`src/rtl/access_monitor_pkg.sv`:
```
package access_monitor_pkg;
  localparam int N_RANGES = 10;
  localparam int RID_W    = $clog2(N_RANGES + 1);

  // window IDs; index order of the table below sets match priority
  localparam logic [RID_W-1:0] RID_NONE  = 4'd0;
  localparam logic [RID_W-1:0] RID_ACQ   = 4'd1;
  localparam logic [RID_W-1:0] RID_REL   = 4'd2;
  localparam logic [RID_W-1:0] RID_CCW   = 4'd3;
  localparam logic [RID_W-1:0] RID_DBG   = 4'd4;
  localparam logic [RID_W-1:0] RID_CRY1  = 4'd5;
  localparam logic [RID_W-1:0] RID_CRY2  = 4'd6;
  localparam logic [RID_W-1:0] RID_DRAM1 = 4'd7;
  localparam logic [RID_W-1:0] RID_DRAM2 = 4'd8;
  localparam logic [RID_W-1:0] RID_SER   = 4'd9;
  localparam logic [RID_W-1:0] RID_NET   = 4'd10;

  typedef enum logic [1:0] {ST_FREE = 2'd0, ST_OWN1 = 2'd1, ST_OWN2 = 2'd2} own_state_t;

  function automatic logic [31:0] win_lo(input int idx);
    case (idx)
      0: win_lo = 32'h2800_0004;
      1: win_lo = 32'h2800_0008;
      2: win_lo = 32'h2800_0000;
      3: win_lo = 32'h4140_0000;
      4: win_lo = 32'h2800_0000;
      5: win_lo = 32'h2800_0800;
      6: win_lo = 32'h2400_0000;
      7: win_lo = 32'h2480_0000;
      8: win_lo = 32'h4060_0000;
      default: win_lo = 32'h40C0_0000;
    endcase
  endfunction

  function automatic logic [31:0] win_hi(input int idx);
    case (idx)
      0: win_hi = 32'h2800_0007;
      1: win_hi = 32'h2800_000F;
      2: win_hi = 32'h2800_0003;
      3: win_hi = 32'h4140_FFFF;
      4: win_hi = 32'h2800_0777;
      5: win_hi = 32'h2800_0FFF;
      6: win_hi = 32'h2477_7777;
      7: win_hi = 32'h24FF_FFFF;
      8: win_hi = 32'h4060_FFFF;
      default: win_hi = 32'h40C0_FFFF;
    endcase
  endfunction
endpackage

```
`src/rtl/mon_range_match.sv`:
```
module mon_range_match
  import access_monitor_pkg::*;
#(
  parameter int AW = 32,
  parameter int NR = N_RANGES,
  localparam int IW = $clog2(NR + 1)
) (
  input  logic [AW-1:0] addr,
  output logic [IW-1:0] rid
);
  logic [NR-1:0] hit;

  for (genvar i = 0; i < NR; i++) begin : g_win
    assign hit[i] = (addr >= AW'(win_lo(i))) && (addr <= AW'(win_hi(i)));
  end

  // lowest table index wins
  always_comb begin
    rid = '0;
    for (int i = NR - 1; i >= 0; i--) begin
      if (hit[i]) rid = IW'(i + 1);
    end
  end
endmodule

```
`src/rtl/mon_policy.sv`:
```
module mon_policy
  import access_monitor_pkg::*;
(
  input  logic             clk,
  input  logic             rst,
  input  logic             req_valid,
  input  logic             req_m2,
  input  logic             req_write,
  input  logic [RID_W-1:0] rid,
  output logic             permit
);
  own_state_t state, state_nxt;
  logic       is_owner;
  logic       own_crypto;

  assign is_owner   = (state == ST_OWN1 && !req_m2) || (state == ST_OWN2 && req_m2);
  assign own_crypto = req_m2 ? (rid == RID_CRY2) : (rid == RID_CRY1);

  always_comb begin
    permit    = 1'b0;
    state_nxt = state;
    unique case (rid)
      RID_DBG:   permit = 1'b1;
      RID_DRAM1,
      RID_SER:   permit = !req_m2;
      RID_DRAM2,
      RID_NET:   permit = req_m2;
      RID_CRY1,
      RID_CRY2:  permit = is_owner && own_crypto;
      RID_CCW:   permit = is_owner;
      RID_ACQ: begin
        permit = req_write && (state == ST_FREE);
        if (req_valid && permit) state_nxt = req_m2 ? ST_OWN2 : ST_OWN1;
      end
      RID_REL: begin
        permit = req_write && is_owner;
        if (req_valid && permit) state_nxt = ST_FREE;
      end
      default:   permit = 1'b0;
    endcase
  end

  always_ff @(posedge clk) begin
    if (rst) state <= ST_FREE;
    else     state <= state_nxt;
  end
endmodule

```
`src/rtl/mon_deny_stats.sv`:
```
module mon_deny_stats #(
  parameter int CW = 16
) (
  input  logic          clk,
  input  logic          rst,
  input  logic          deny_evt,
  input  logic          clear,
  output logic [CW-1:0] count,
  output logic          flag
);
  localparam logic [CW-1:0] CNT_MAX = '1;

  always_ff @(posedge clk) begin
    if (rst) begin
      count <= '0;
      flag  <= 1'b0;
    end else begin
      if (deny_evt && count != CNT_MAX) count <= count + 1'b1;
      if (deny_evt)   flag <= 1'b1;
      else if (clear) flag <= 1'b0;
    end
  end
endmodule

```
`src/rtl/access_monitor.sv`:
```
module access_monitor
  import access_monitor_pkg::*;
#(
  parameter int ADDR_W = 32,
  parameter int CNT_W  = 16
) (
  input  logic              clk,
  input  logic              rst,
  input  logic              req_valid,
  input  logic              req_master,
  input  logic              req_write,
  input  logic [ADDR_W-1:0] req_addr,
  input  logic              viol_clear,
  output logic              dec_valid,
  output logic              dec_grant,
  output logic [CNT_W-1:0]  deny_count,
  output logic              violation
);
  logic [RID_W-1:0] rid;
  logic             permit;
  logic             deny_now;

  mon_range_match #(.AW(ADDR_W), .NR(N_RANGES)) u_match (
    .addr (req_addr),
    .rid  (rid)
  );

  mon_policy u_policy (
    .clk       (clk),
    .rst       (rst),
    .req_valid (req_valid),
    .req_m2    (req_master),
    .req_write (req_write),
    .rid       (rid),
    .permit    (permit)
  );

  assign deny_now = req_valid && !permit;

  mon_deny_stats #(.CW(CNT_W)) u_stats (
    .clk      (clk),
    .rst      (rst),
    .deny_evt (deny_now),
    .clear    (viol_clear),
    .count    (deny_count),
    .flag     (violation)
  );

  always_ff @(posedge clk) begin
    if (rst) begin
      dec_valid <= 1'b0;
      dec_grant <= 1'b0;
    end else begin
      dec_valid <= req_valid;
      dec_grant <= req_valid && permit;
    end
  end
endmodule

```
`config.mk`:
```
export PLATFORM = sky130hd
export DESIGN_NAME = access_monitor
export DESIGN_NICKNAME = d
export VERILOG_FILES = /design/src/rtl/access_monitor_pkg.sv /design/src/rtl/mon_range_match.sv /design/src/rtl/mon_policy.sv /design/src/rtl/mon_deny_stats.sv /design/src/rtl/access_monitor.sv
export SDC_FILE = /design/constraint.sdc
export NUM_CORES = 1
export LEC_CHECK = 0
export BUFFER_PORTS_ARGS = -buffer_cell sky130_fd_sc_hd__buf_4
export CAP_MARGIN = 5
export CORE_UTILIZATION = 40
export CTS_CLUSTER_SIZE = 20
export DETAILED_ROUTE_END_ITERATION = 10
export GPL_TIMING_DRIVEN = 0
export PLACE_DENSITY_LB_ADDON = 0.15
export SYNTH_ARGS = -nofsm -noshare
export SYNTH_HDL_FRONTEND = slang
export SYNTH_HIERARCHICAL = 1
export SYNTH_SLANG_ARGS = --single-unit
export TNS_END_PERCENT = 10
```
`constraint.sdc`:
```
create_clock -name clk -period 3.65 [get_ports clk]
set_input_delay 0.365 -clock clk [delete_from_list [all_inputs] [get_ports clk]]
set_output_delay 0.365 -clock clk [all_outputs]
set_load 0.01 [all_outputs]
```
# Word-level counts from Yosys, hierarchy flattened
# Cells that the tools add are included.
word_totals:
  ff_bits: 21
  elab_cells: 88
  output_inout_bits: 19
  input_bits: 38
op_classes:
  magnitude_cmp: 19
  n_eq_ne: 15
  reduce_logical: 30
  add_sub_neg: 1
  mux: 18
ops:
  columns: ["operator", "count"]
  rows:
  - ["32-bit by 30-bit <= comparator with 1-bit output, second input constant", 7]
  - ["32-bit by 30-bit >= comparator with 1-bit output, second input constant", 6]
  - ["32-bit by 31-bit >= comparator with 1-bit output, second input constant", 3]
  - ["32-bit by 31-bit <= comparator with 1-bit output, second input constant", 3]
  - ["4-bit 2-to-1 mux", 10]
  - ["1-bit logical AND", 20]
  - ["16-bit by 1-bit adder with 16-bit output, second input constant", 1]
  - ["4-bit by 3-bit == test with 1-bit output, second input constant", 4]
  - ["16-bit != test, second input constant", 1]
  - ["4-bit == test, second input constant", 3]
  - ["4-bit by 2-bit == test with 1-bit output, second input constant", 2]
  - ["1-bit one-hot mux with 7 select lines", 1]
  - ["2-bit 2-to-1 mux", 3]
  - ["2-bit OR reduction", 3]
  - ["4-bit by 1-bit == test with 1-bit output, second input constant", 1]
  - ["2-bit by 1-bit != test with 1-bit output, second input constant", 2]
  - ["2-bit one-hot mux with 2 select lines", 1]
  - ["2-bit nonzero test", 2]
  - ["1-bit 2-to-1 mux", 3]
  - ["3-bit AND reduction", 1]
  - ["2-bit by 1-bit == test with 1-bit output, second input constant", 1]
  - ["2-bit == test, second input constant", 1]
  - ["1-bit zero test", 2]
  - ["2-bit zero test", 1]
  - ["1-bit logical OR", 1]

# Logic depth before layout (Yosys ltp)
# Gate-level depths: netlist of run 1.
depth:
  depth_word: 19
  mapped_depth: 16
  ltp_nobuf: 15

# By module
# The synthesis of run 1 kept the hierarchy.
by_module_without_submodules:
  columns: ["mod", "cells_each", "n_inst", "seq_area_each_um2", "area_each_um2"]
  rows:
  - ["mon_deny_stats", 97, 1, 340.3, 892.1]
  - ["mon_range_match", 64, 1, 0.0, 422.9]
  - ["mon_policy", 32, 1, 40.0, 242.7]
  - ["access_monitor", 5, 1, 40.0, 61.3]

# Least setup slack after synthesis of run 1
# No wires, ideal clock.
synth_timing:
  kind: "in2reg"
  start: "input req_addr[18]"
  end: "register u_stats.count[11]"
  setup_ns: 0.071
  arrival_ns: 3.924
  slack_ns: -0.345
  required_ns: 3.579
  n_path_buf: 0
  cell_stages: 15
  path_cell_list: "or4_1 nor2_1 and2_4 nand2b_4 or4b_1 a31oi_1 or3b_2 a21oi_1 nor3b_1 o32ai_1 nor2b_1 and4_4 o41ai_4 or4_1 a21oi_1"
synth_via:
  word_cells_on_any_way: 58
  cone_classes: "order compare: 19; eq/ne: 10; mux: 12; reduce/logical: 17"
synth_rtl:
  columns: ["item", "line_no", "rtl"]
  rows:
  - ["start: declaration", "access_monitor.sv:12", "input logic [ADDR_W-1:0] req_addr,"]
  - ["32-bit by 31-bit >= comparator with 1-bit output or 32-bit by 31-bit <= comparator with 1-bit output (tied branches)", "mon_range_match.sv:14", "assign hit[i] = (addr >= AW'(win_lo(i))) && (addr <= AW'(win_hi(i)));"]
  - ["1-bit logical AND", "mon_range_match.sv:14", null]
  - ["4-bit 2-to-1 mux (8 in series)", "mon_range_match.sv:21", "if (hit[i]) rid = IW'(i + 1);"]
  - ["4-bit 2-to-1 mux (*)", "mon_range_match.sv:21", null]
  - ["net rid[2]", "access_monitor.sv:19", "logic [RID_W-1:0] rid;"]
  - ["4-bit by 3-bit == test with 1-bit output", "mon_policy.sv:17, mon_policy.sv:22", null]
  - ["1-bit 2-to-1 mux", "mon_policy.sv:17", "assign own_crypto = req_m2 ? (rid == RID_CRY2) : (rid == RID_CRY1);"]
  - ["1-bit logical AND", "mon_policy.sv:29", "RID_CRY2: permit = is_owner && own_crypto;"]
  - ["1-bit one-hot mux with 7 select lines (*)", "mon_policy.sv:22", "unique case (rid)"]
  - ["net permit", "access_monitor.sv:20", "logic permit;"]
  - ["1-bit zero test (*)", "access_monitor.sv:38", "assign deny_now = req_valid && !permit;"]
  - ["1-bit logical AND (*)", "access_monitor.sv:38", null]
  - ["net deny_now", "access_monitor.sv:21", "logic deny_now;"]
  - ["1-bit logical AND (*)", "mon_deny_stats.sv:18", "if (deny_evt && count != CNT_MAX) count <= count + 1'b1;"]
  - ["end signal: assignment", "mon_deny_stats.sv:18", null]
  - ["end: declaration", "mon_deny_stats.sv:8", "output logic [CW-1:0] count,"]
# The timed path passes the listed nets; every way through them passes the cells marked *.
# A chain may end at the register's enable or synchronous reset.

# Final worst setup path of run 1
layout_timing:
  start: "input req_addr[17]"
  end: "register u_stats.count[11]"
# Same word-level chain as after synthesis.

==> results of run 1 <==
[cells in the mapped netlist, drive strengths merged (2+ instances only)]
cell and count:
dfxtp 21, nor2 21, a21oi 18, nand2 11, nand3 10, nand4 8
nor3 8, and3 6, nor2b 6, nor4 6, o21ai 6, or3 5
or4 5, and2 4, and4 4, and4b 4, buf 4, o31ai 4
a31oi 3, inv 3, xor2 3, a221oi 2, and3b 2, clkbuf 2
mux2i 2, nand3b 2, nor3b 2, nor4b 2, o211ai 2, o31a 2
o41ai 2
[placed cells by master (no fill, tap or decap), types with 5 or more instances in the layout]
cell / count
a21oi_1: 15
and3_1: 5
buf_4: 64
buf_6: 5
dfxtp_1: 21
nand2_1: 11
nand3_1: 9
nand4_1: 6
nor2_1: 20
nor3_1: 6
[cell type report]
cell class | instances | area [um^2] | share of cell area [%]
repair buffers | 67 | 508 | 20.8
plain buffers | 6 | 46.3 | 1.89
clock buffers | 4 | 45.0 | 1.84
multi-input cells | 168 | 1350 | 55.4
inverters | 3 | 11.3 | 0.461
flip-flops and latches | 21 | 420 | 17.2
well taps | 48 | 60.1 | 2.46
[sequential cells by signal, summed over array words and instances, names as in the netlist]
signal          flops
dec_grant           1
dec_valid           1
u_policy/state      2
u_stats/count      16
u_stats/flag        1
[timing repair]
item                                   4_1_cts  5_1_grt
gates resized for setup                     12       18
cloned                                       0        1
pin swaps                                    4       23
endpoints found under the hold margin        0        0
buffers inserted                             4        7
setup endpoints to repair                   13       14
[logic make-up after synthesis]
| group | synth area share (%) |
|---|---|
| AOI/OAI and AO/OA | 21.9 |
| xor gates and xnor gates | 1.62 |
| adders and majority gates | 0.773 |
| buffers and inverters | 3.55 |
| DFF | 26.0 |
| muxes | 1.93 |
| and+or+nand+nor | 44.2 |
[routing by layer]
layer / track usage, % / routed length [um]
met5: 0 / 0
met4: 3.26 / 0
met3: 3.99 / 233
met2: 34.8 / 2200
met1: 32.2 / 2260
[report_power, final]
part	internal, uW	switching [uW]	total [uW]
sequential	234	4.62	239
clock	77.8	74.7	153
combinational	73.6	64.7	138
[path summary, 6_finish.rpt]
| kind | end | slack (ns) |
|---|---|---|
| hold reg to reg | u_stats/flag | 0.51 |
| setup / recovery | u_stats/count[11] | -0.03 |
| hold / removal | dec_valid | 0.29 |
| setup reg to reg | u_stats/count[11] | 1.38 |
[metrics by stage]
step	util (%)	instance area, um^2
finish	64.8	2440
CTS	60.8	2290
detailed placement	56.9	2150
global route	64.8	2440
floorplan	-	1670
global placement	56.9	2150
[worst max-delay path, stage by stage]
cell and delay (ns):
buf_6 0.09, or4_4 0.53, nor2_4 0.11, and2_4 0.17
nand2b_4 0.06, or4b_4 0.53, a31oi_4 0.25, or3b_4 0.16
a21oi_1 0.07, nor3b_2 0.27, o32ai_4 0.15, nor2b_4 0.17
and4_4 0.24, o41ai_4 0.11, or4_4 0.49, a21oi_2 0.11
==> results.py, run 1 <==
metrics = {
    "outcome": {
        "status": "complete, but fails checks",
        "violations": "setup timing",
    },
    "clock_tree": {
        "insertion_delay_ns": 0.26,
        "path_clk_slew_ns": 0.07,
        "htree_levels": 1,
        "cts_buffer_depth": 2,
        "cts_tree": "built",
        "cts-root-buf": "clkbuf_8",
        "clock_sinks": 21,
        "numCtsBuffers": 3,
        "holdBufCountCts": 0,
    },
    "sta": {
        "rsz0062_at_grt": "yes",
        "finalWorstSetupSlack_ns": -0.0307,
        "tightest_slew_ns": 0.533,
        "skew_ns": 0.00163,
        "fin_setup_tns_ns": -0.116,
        "finalHoldViolCount": 0,
        "slew_violations": 0,
        "setup-violations-final": 5,
        "hold_ws_ns": 0.293,
        "finalCriticalPeriod_ns": 3.68,
        "fmax_mhz": 272,
        "fin_crit_sh_pct": 101,
        "maxSlewHeadroom_pct": 64.1,
    },
    "grt": {
        "grt_usage_pct": 22.4,
        "grt_pass1_wl_um": 7600,
        "gr-total-overflow": 0,
        "grt_max_degree": 12,
        "grt_antenna_before_repair": 0,
        "grt_pass1_vias": 1670,
    },
    "synthesis": {
        "synth_top_area_cell": "dfxtp_1",
        "synth.area.top_cells": "dfxtp_1, a21oi_1, nor2_1, nand3_1, nand2_1",
        "ys_types": 62,
        "synth_area_mm2": 0.00162,
        "synth_nets": 237,
        "postSynthAreaPerCell_um2": 8.18,
        "syn_inst": 198,
        "ys_ff_latch": 21,
        "synthFlopType": "dfxtp_1",
        "synth_top_cell_area_share_pct": 26.0,
        "yosys_warnings": 6,
        "ys_seq_area_share_pct": 26.0,
        "async_flop_share_pct": 0,
        "synth_edf_count": 0,
    },
    "cells_and_area": {
        "area.growth.synth_to_final_pct": 50.9,
        "fin_cells": 317,
        "antennaDiodeCount": 0,
        "finalNetCount": 309,
        "drive_gt1_share_pct": 43.1,
        "nFillCells": 313,
    },
    "worst_setup_path": {
        "startpoint": "req_addr[17]",
        "endpoint_kind": "flop",
        "crit_type": "primary input to flop",
        "reg2reg_from": "u_policy/state[1]",
        "cp-start-kind": "primary input",
        "critPathArrivalTime_ns": 3.88,
        "path_max_fanout": 5,
        "rr_worst_depth": 9,
        "crit_required_ns": 3.85,
    },
    "floorplanning": {
        "die_height_um": 65.6,
        "placementRows": 22,
        "die_w_um": 65.6,
        "start_util_pct": 42.9,
        "fp.coreArea_mm2": 0.00377,
        "dieArea_mm2": 0.00431,
        "io_pins": 57,
    },
    "worst_hold_path": {
        "hp-start": "rst",
        "hold_path_class": "primary input to flop",
        "min_path_cells": 2,
    },
    "routing": {
        "drt_iter0_markers": 138,
        "drc": 0,
        "wl_um": 4700,
        "wl_per_cell_um": 14.8,
        "routed-via-count": 1849,
        "ant_nets": 0,
        "firstDrtPassIters": 4,
        "viasPerCell": 5.83,
    },
    "placed_design": {
        "place_inst": 301,
        "dp_hpwl_um": 3300,
        "gp_congestion": 0.833,
        "dpl_worst_slack_ns": -0.737,
        "place.port_buffers": 55,
    },
    "pwr": {
        "ir_drop_mv": 0.208,
        "p_leak_uw": 0.000934,
        "p_total_uw": 530,
        "powerDensity_mw_per_mm2": 217,
    },
    "flow_run": {
        "maxCapViolCount": 0,
    },
}
No activity file was read; power rests on OpenSTA's default activity.
==> run 2: changes to the inputs <==
--- a/config.mk
+++ b/config.mk
@@ -12,8 +12,8 @@
 export DETAILED_ROUTE_END_ITERATION = 10
 export GPL_TIMING_DRIVEN = 0
 export PLACE_DENSITY_LB_ADDON = 0.15
+export SETUP_SLACK_MARGIN = 0.3
 export SYNTH_ARGS = -nofsm -noshare
 export SYNTH_HDL_FRONTEND = slang
-export SYNTH_HIERARCHICAL = 1
 export SYNTH_SLANG_ARGS = --single-unit
 export TNS_END_PERCENT = 10
==> constraint.sdc (replaced) <==
create_clock -name clk -period 3.65 [get_ports clk]
set_input_delay 0.5475 -clock clk [delete_from_list [all_inputs] [get_ports clk]]
set_output_delay 0.5475 -clock clk [all_outputs]
set_load 0.01 [all_outputs]
==> results.py, run 2 <==
metrics = {
    "worst_setup_path": {
        "slowest_stage": "or4_4",
        "cp-start-kind": "primary input",
        "crit_type": "primary input to flop",
        "endpoint_kind": "flop",
        "critPathMaxStageDelay_ns": 0.54,
        "cp_cell_sequence": "buf_4, or4_4, or3_4, or4_4, o32ai_4, o31ai_4, a221oi_2, a31oi_2, a211o_1, buf_6, buf_8, nor4_4, mux2_4",
        "reg2reg_from": "u_stats.count[0]",
        "path_max_fanout": 10,
        "crit_required_ns": 3.80,
        "cp_top_family": "simple AND/OR/NAND/NOR gates",
        "crit_top_cell": "or4_4",
        "critPathArrivalTime_ns": 3.92,
        "startpoint": "req_addr[16]",
        "path_buf_inv": 3,
    },
    "grt": {
        "grt_pass1_wl_um": 7760,
        "grt_antenna_before_repair": 0,
        "grt_pass1_vias": 1767,
        "grt_max_degree": 13,
        "gr-total-overflow": 0,
        "grt_usage_pct": 22.1,
    },
    "pwr": {
        "p_leak_uw": 0.000845,
        "ir_drop_mv": 0.159,
        "powerDensity_mw_per_mm2": 209,
        "p_total_uw": 484,
    },
    "synthesis": {
        "async_flop_share_pct": 0,
        "synthFlopType": "dfxtp_1",
        "postSynthAreaPerCell_um2": 7.63,
        "synth_edf_count": 0,
        "synth.area.top_cells": "dfxtp_1, a21oi_1, nor2_1, nand2_1, nand3_1",
        "ys_seq_area_share_pct": 24.8,
        "synth_area_mm2": 0.00169,
        "synth_nets": 261,
        "syn_inst": 222,
        "yosysMostFrequentCell": "dfxtp_1",
        "yosys_warnings": 0,
        "ys_ff_latch": 21,
        "ys_types": 54,
        "synth_top_area_cell": "dfxtp_1",
        "synth_top_cells_by_count": "dfxtp_1, a21oi_1, nor2_1",
        "synth_top_cell_area_share_pct": 24.8,
    },
    "floorplanning": {
        "die_height_um": 67.1,
        "die_w_um": 67.1,
        "start_util_pct": 42.0,
        "fp.coreArea_mm2": 0.00403,
        "io_pins": 57,
        "placementRows": 23,
        "dieArea_mm2": 0.00450,
    },
    "sta": {
        "rsz0062_at_grt": "yes",
        "fmax_mhz": 266,
        "finalHoldViolCount": 0,
        "finalCriticalPeriod_ns": 3.76,
        "setup-violations-final": 8,
        "skew_ns": 0.00363,
        "slew_violations": 0,
        "finalWorstSetupSlack_ns": -0.114,
        "fin_crit_sh_pct": 103,
        "maxSlewHeadroom_pct": 27.5,
        "tightest_slew_ns": 1.08,
    },
    "routing": {
        "drt_iter0_markers": 131,
        "drc": 0,
        "viasPerCell": 5.85,
        "wl_per_cell_um": 13.7,
        "routed-via-count": 1942,
        "ant_nets": 0,
        "wl_um": 4560,
        "firstDrtPassIters": 4,
    },
    "cells_and_area": {
        "top_register": "u_stats.count",
        "finalNetCount": 322,
        "largest_reg_flops": 16,
        "layout_commonest_cell": "buf_4",
        "area.growth.synth_to_final_pct": 36.9,
        "drive_gt1_share_pct": 31.2,
        "final_util_pct": 57.6,
        "antennaDiodeCount": 0,
        "final_cell_mix": "buf_4, dfxtp_1, a21oi_1",
        "largestRegisters": "u_stats.count: 16 flops, u_policy.state: 2 flops",
    },
    "flow_run": {
        "maxCapViolCount": 0,
    },
    "placed_design": {
        "place.port_buffers": 56,
        "gp_congestion": 0.874,
        "dp_hpwl_um": 3560,
    },
    "clock_tree": {
        "numCtsBuffers": 3,
        "cts-root-buf": "clkbuf_8",
        "cts_buffer_depth": 2,
        "insertion_delay_ns": 0.26,
        "holdBufCountCts": 0,
        "path_clk_slew_ns": 0.08,
        "cts_tree": "built",
        "clock_sinks": 21,
        "htree_levels": 1,
    },
    "worst_hold_path": {
        "hold_path_class": "flop to flop",
        "hp-start": "u_stats.flag",
    },
    "outcome": {
        "status": "complete, but fails checks",
        "violations": "setup timing",
    },
}
run 2: metal layers:
layer | up-vias | GRT usage [%] | wire, um
li1 | 980 | - | -
met1 | 905 | 30.0 | 2260
met2 | 53 | 36.5 | 2040
met3 | 4 | 3.94 | 228
met4 | 0 | 3.19 | 29
met5 | - | 0 | 0
run 2: cell type report:
cell class | count | area (um^2)
fillers | 399 | 1710
multi-input cells | 190 | 1290
repair buffers | 56 | 432
flip-flops and latches | 21 | 420
well taps | 50 | 62.6
plain buffers | 7 | 56.3
clock buffers | 3 | 41.3
inverters | 4 | 15.0
clock inverters | 1 | 5.00
run 2: final timing paths:
path,to,slack [ns],cells past startpoint
worst max-delay path,u_stats.count[7],-0.11,13
worst min-delay path,u_stats.flag,0.48,2
worst max register to register,u_stats.count[8],0.89,6
worst min register to register,u_stats.flag,0.48,2
run 2: per-stage QoR:
step	worst slack, ns	area, um^2	TNS (ns)	std cells	hold slack, ns
6_report	-0.114	2320	-0.318	332	0.477
5_1_grt	-0.220	2320	-2.08	332	0.504
3_5_place_dp	-0.518	2200	-6.53	328	0.469
3_3_place_gp	-0.515	2200	-6.20	328	0.463
4_1_cts	-0.0915	2300	-0.174	332	0.481
2_1_floorplan	-0.110	1720	-0.181	222	0.453
run 2: timing repair:
| item | CTS | global route |
|---|---|---|
| buffers inserted | 0 | 0 |
| pin swaps | 3 | 1 |
| gates resized for setup | 10 | 5 |
| hold endpoints to repair | 0 | 0 |
| gates cloned | 0 | 0 |
| setup endpoints to repair | 18 | 18 |
run 2: cells by family (layout without fill, tap and decap cells):
logic type	after synthesis	count (layout)	share of synthesized area [%]
AO/OA/AOI/OAI	60	60	24.6
adder cells (fa/ha/maj)	1	1	0.738
buffers and inverters	11	71	3.47
flip-flops	21	21	24.8
AND/OR/NAND/NOR	122	122	41.7
multiplexers	7	7	4.65
run 2: worst register-to-register path: cells and delay by family, from the launching register on:
kind | cells | cell delay (ns)
AND/OR/NAND/NOR | 3 | 1.26
buffers and inverters | 1 | 0.41
multiplexers | 1 | 0.32
flip-flops | 1 | 0.43
adder cells (fa/ha/maj) | 1 | 0.23
run 2: report_power, final:
part / internal (uW) / total [uW] / switching (uW) / leakage [uW]
Clock: 76.1 / 154 / 78.2 / 0.0000255
Combinational: 48.4 / 95.1 / 46.8 / 0.000650
Sequential: 232 / 235 / 3.08 / 0.000170
Total: 356 / 484 / 128 / 0.000845
==> run 3: changes to the inputs <==
==> constraint.sdc (replaced) <==
create_clock -name clk -period 3.55 [get_ports clk]
set_input_delay 0.5325 -clock clk [delete_from_list [all_inputs] [get_ports clk]]
set_output_delay 0.5325 -clock clk [all_outputs]
set_load 0.01 [all_outputs]
==> results.py, run 3 (synthesis gave the netlist of run 2 again) <==
metrics = {
    "cells_and_area": {
        "antennaDiodeCount": 0,
        "final_cell_mix": "buf_4, dfxtp_1, a21oi_1",
        "largest_reg_flops": 16,
        "layout_commonest_cell": "buf_4",
        "nFillCells": 399,
        "area.growth.synth_to_final_pct": 36.9,
        "largestRegisters": "u_stats.count: 16 flops, u_policy.state: 2 flops",
        "finalNetCount": 322,
        "drive_gt1_share_pct": 31.2,
        "fin_area_mm2": 0.00232,
        "top_register": "u_stats.count",
    },
    "clock_tree": {
        "holdBufCountCts": 0,
        "insertion_delay_ns": 0.26,
        "numCtsBuffers": 3,
        "clock_sinks": 21,
        "cts-root-buf": "clkbuf_8",
        "path_clk_slew_ns": 0.08,
        "cts_tree": "built",
        "htree_levels": 1,
        "cts_buffer_depth": 2,
    },
    "placed_design": {
        "dp_hpwl_um": 3560,
        "placed_cell_area_mm2": 0.00220,
        "gp_congestion": 0.874,
        "dpl_worst_slack_ns": -0.603,
        "place.port_buffers": 56,
    },
    "grt": {
        "grt_pass1_vias": 1758,
        "grt_pass1_wl_um": 7680,
        "grt_max_degree": 13,
        "grt_usage_pct": 21.8,
        "grt_antenna_before_repair": 0,
        "gr-total-overflow": 0,
    },
    "flow_run": {
        "maxCapViolCount": 0,
    },
    "worst_setup_path": {
        "path_max_fanout": 10,
        "critPathMaxStageDelay_ns": 0.54,
        "cp-start-kind": "primary input",
        "slowest_stage": "or4_4",
        "cp_cell_sequence": "buf_4, or4_4, or3_4, or4_4, o32ai_4, o31ai_4, a221oi_2, a31oi_2, a211o_1, buf_6, buf_8, nor4_4, mux2_4",
        "crit_required_ns": 3.70,
        "endpoint_kind": "flop",
        "critPathArrivalTime_ns": 3.90,
        "crit_type": "primary input to flop",
        "crit_top_cell": "or4_4",
    },
    "routing": {
        "wl_um": 4550,
        "viasPerCell": 5.82,
        "routed-via-count": 1932,
        "drt_iter0_markers": 157,
        "ant_nets": 0,
        "wl_per_cell_um": 13.7,
        "drc": 0,
        "firstDrtPassIters": 4,
    },
    "floorplanning": {
        "placementRows": 23,
        "die_height_um": 67.1,
        "dieArea_mm2": 0.00450,
        "io_pins": 57,
        "die_w_um": 67.1,
        "start_util_pct": 42.0,
        "fp.coreArea_mm2": 0.00403,
    },
    "sta": {
        "finalCriticalPeriod_ns": 3.75,
        "finalWorstSetupSlack_ns": -0.199,
        "skew_ns": 0.00327,
        "setup-violations-final": 14,
        "tightest_slew_ns": 1.06,
        "rsz0062_at_grt": "yes",
        "fin_setup_tns_ns": -1.36,
        "slew_violations": 0,
        "finalHoldViolCount": 0,
        "fin_crit_sh_pct": 106,
        "maxSlewHeadroom_pct": 28.9,
        "hold_ws_ns": 0.476,
        "fmax_mhz": 267,
    },
    "outcome": {
        "status": "complete, but fails checks",
        "violations": "setup timing",
    },
    "pwr": {
        "p_sw_share_pct": 26.4,
        "clkPwrFrac_pct": 31.8,
        "p_switching_uw": 131,
        "p_leak_uw": 0.000845,
        "power_frac_comb_pct": 19.6,
        "p_int_uw": 366,
        "ir_drop_mv": 0.163,
        "powerDensity_mw_per_mm2": 215,
        "p_total_uw": 498,
        "p_seq_share_pct": 48.5,
    },
    "worst_hold_path": {
        "hold_path_class": "flop to flop",
    },
}
## run 3: cell counts in the layout (fill, tap and decap cells not counted)
No cell type changed its count.
## run 3: per-layer routing
| layer | global-route usage [%] | routed length, um | up-vias | part of all wire [%] |
|---|---|---|---|---|
| met5 | 0 | 0 | - | 0 |
| met4 | 3.19 | 29 | 0 | 0.64 |
| met3 | 3.94 | 226 | 4 | 5.0 |
| met2 | 36.0 | 2040 | 52 | 45 |
| met1 | 29.7 | 2260 | 896 | 50 |
| li1 | - | - | 980 | - |
## run 3: repair_timing
action                                  CTS  global route
pin swaps                                 4             1
resized for setup                         9             6
setup buffers                             0             0
endpoints found under the setup margin   19            19
## run 3: power groups by stage
stage | clock [uW] | combinational [uW] | sequential [uW]
final | 158 | 97.8 | 242
after global routing | 173 | 108 | 242
after CTS | 165 | 96.3 | 242
after detailed placement | 0 | 93.7 | 247
after global placement | 0 | 92.7 | 247
after floorplan | 0 | 35.1 | 248
## run 3: cell type report
| cell class | count | area, um^2 | area share (%) |
|---|---|---|---|
| flip-flops and latches | 21 | 420 | 18.1 |
| multi-input cells | 190 | 1290 | 55.5 |
| clock inverters | 1 | 5.00 | 0.216 |
| repair buffers | 56 | 432 | 18.6 |
| plain buffers | 7 | 56.3 | 2.43 |
| inverters | 4 | 15.0 | 0.647 |
| clock buffers | 3 | 41.3 | 1.78 |
| well taps | 50 | 62.6 | 2.70 |
## run 3: path summary, 6_finish.rpt
| kind | slack (ns) | cells past startpoint | from | endpoint |
|---|---|---|---|---|
| max | -0.20 | 13 | req_addr[16] | u_stats.count[7] |
| min | 0.48 | 2 | u_stats.flag | u_stats.flag |
| max reg2reg | 0.81 | 6 | u_stats.count[0] | u_stats.count[8] |
| min reg2reg | 0.48 | 2 | u_stats.flag | u_stats.flag |
## run 3: through the flow
stage,util (%),instances
final,57.6,332
after global routing,57.6,332
after CTS,57.0,332
after detailed placement,54.7,328
after global placement,54.7,328
after floorplan,-,222
## run 3: worst max-delay path, delay by kind of cell
family          cells  cell delay [ns]
simple gates        4             1.76
compound gates      5             0.90
buf+inv             3             0.40
mux                 1             0.32
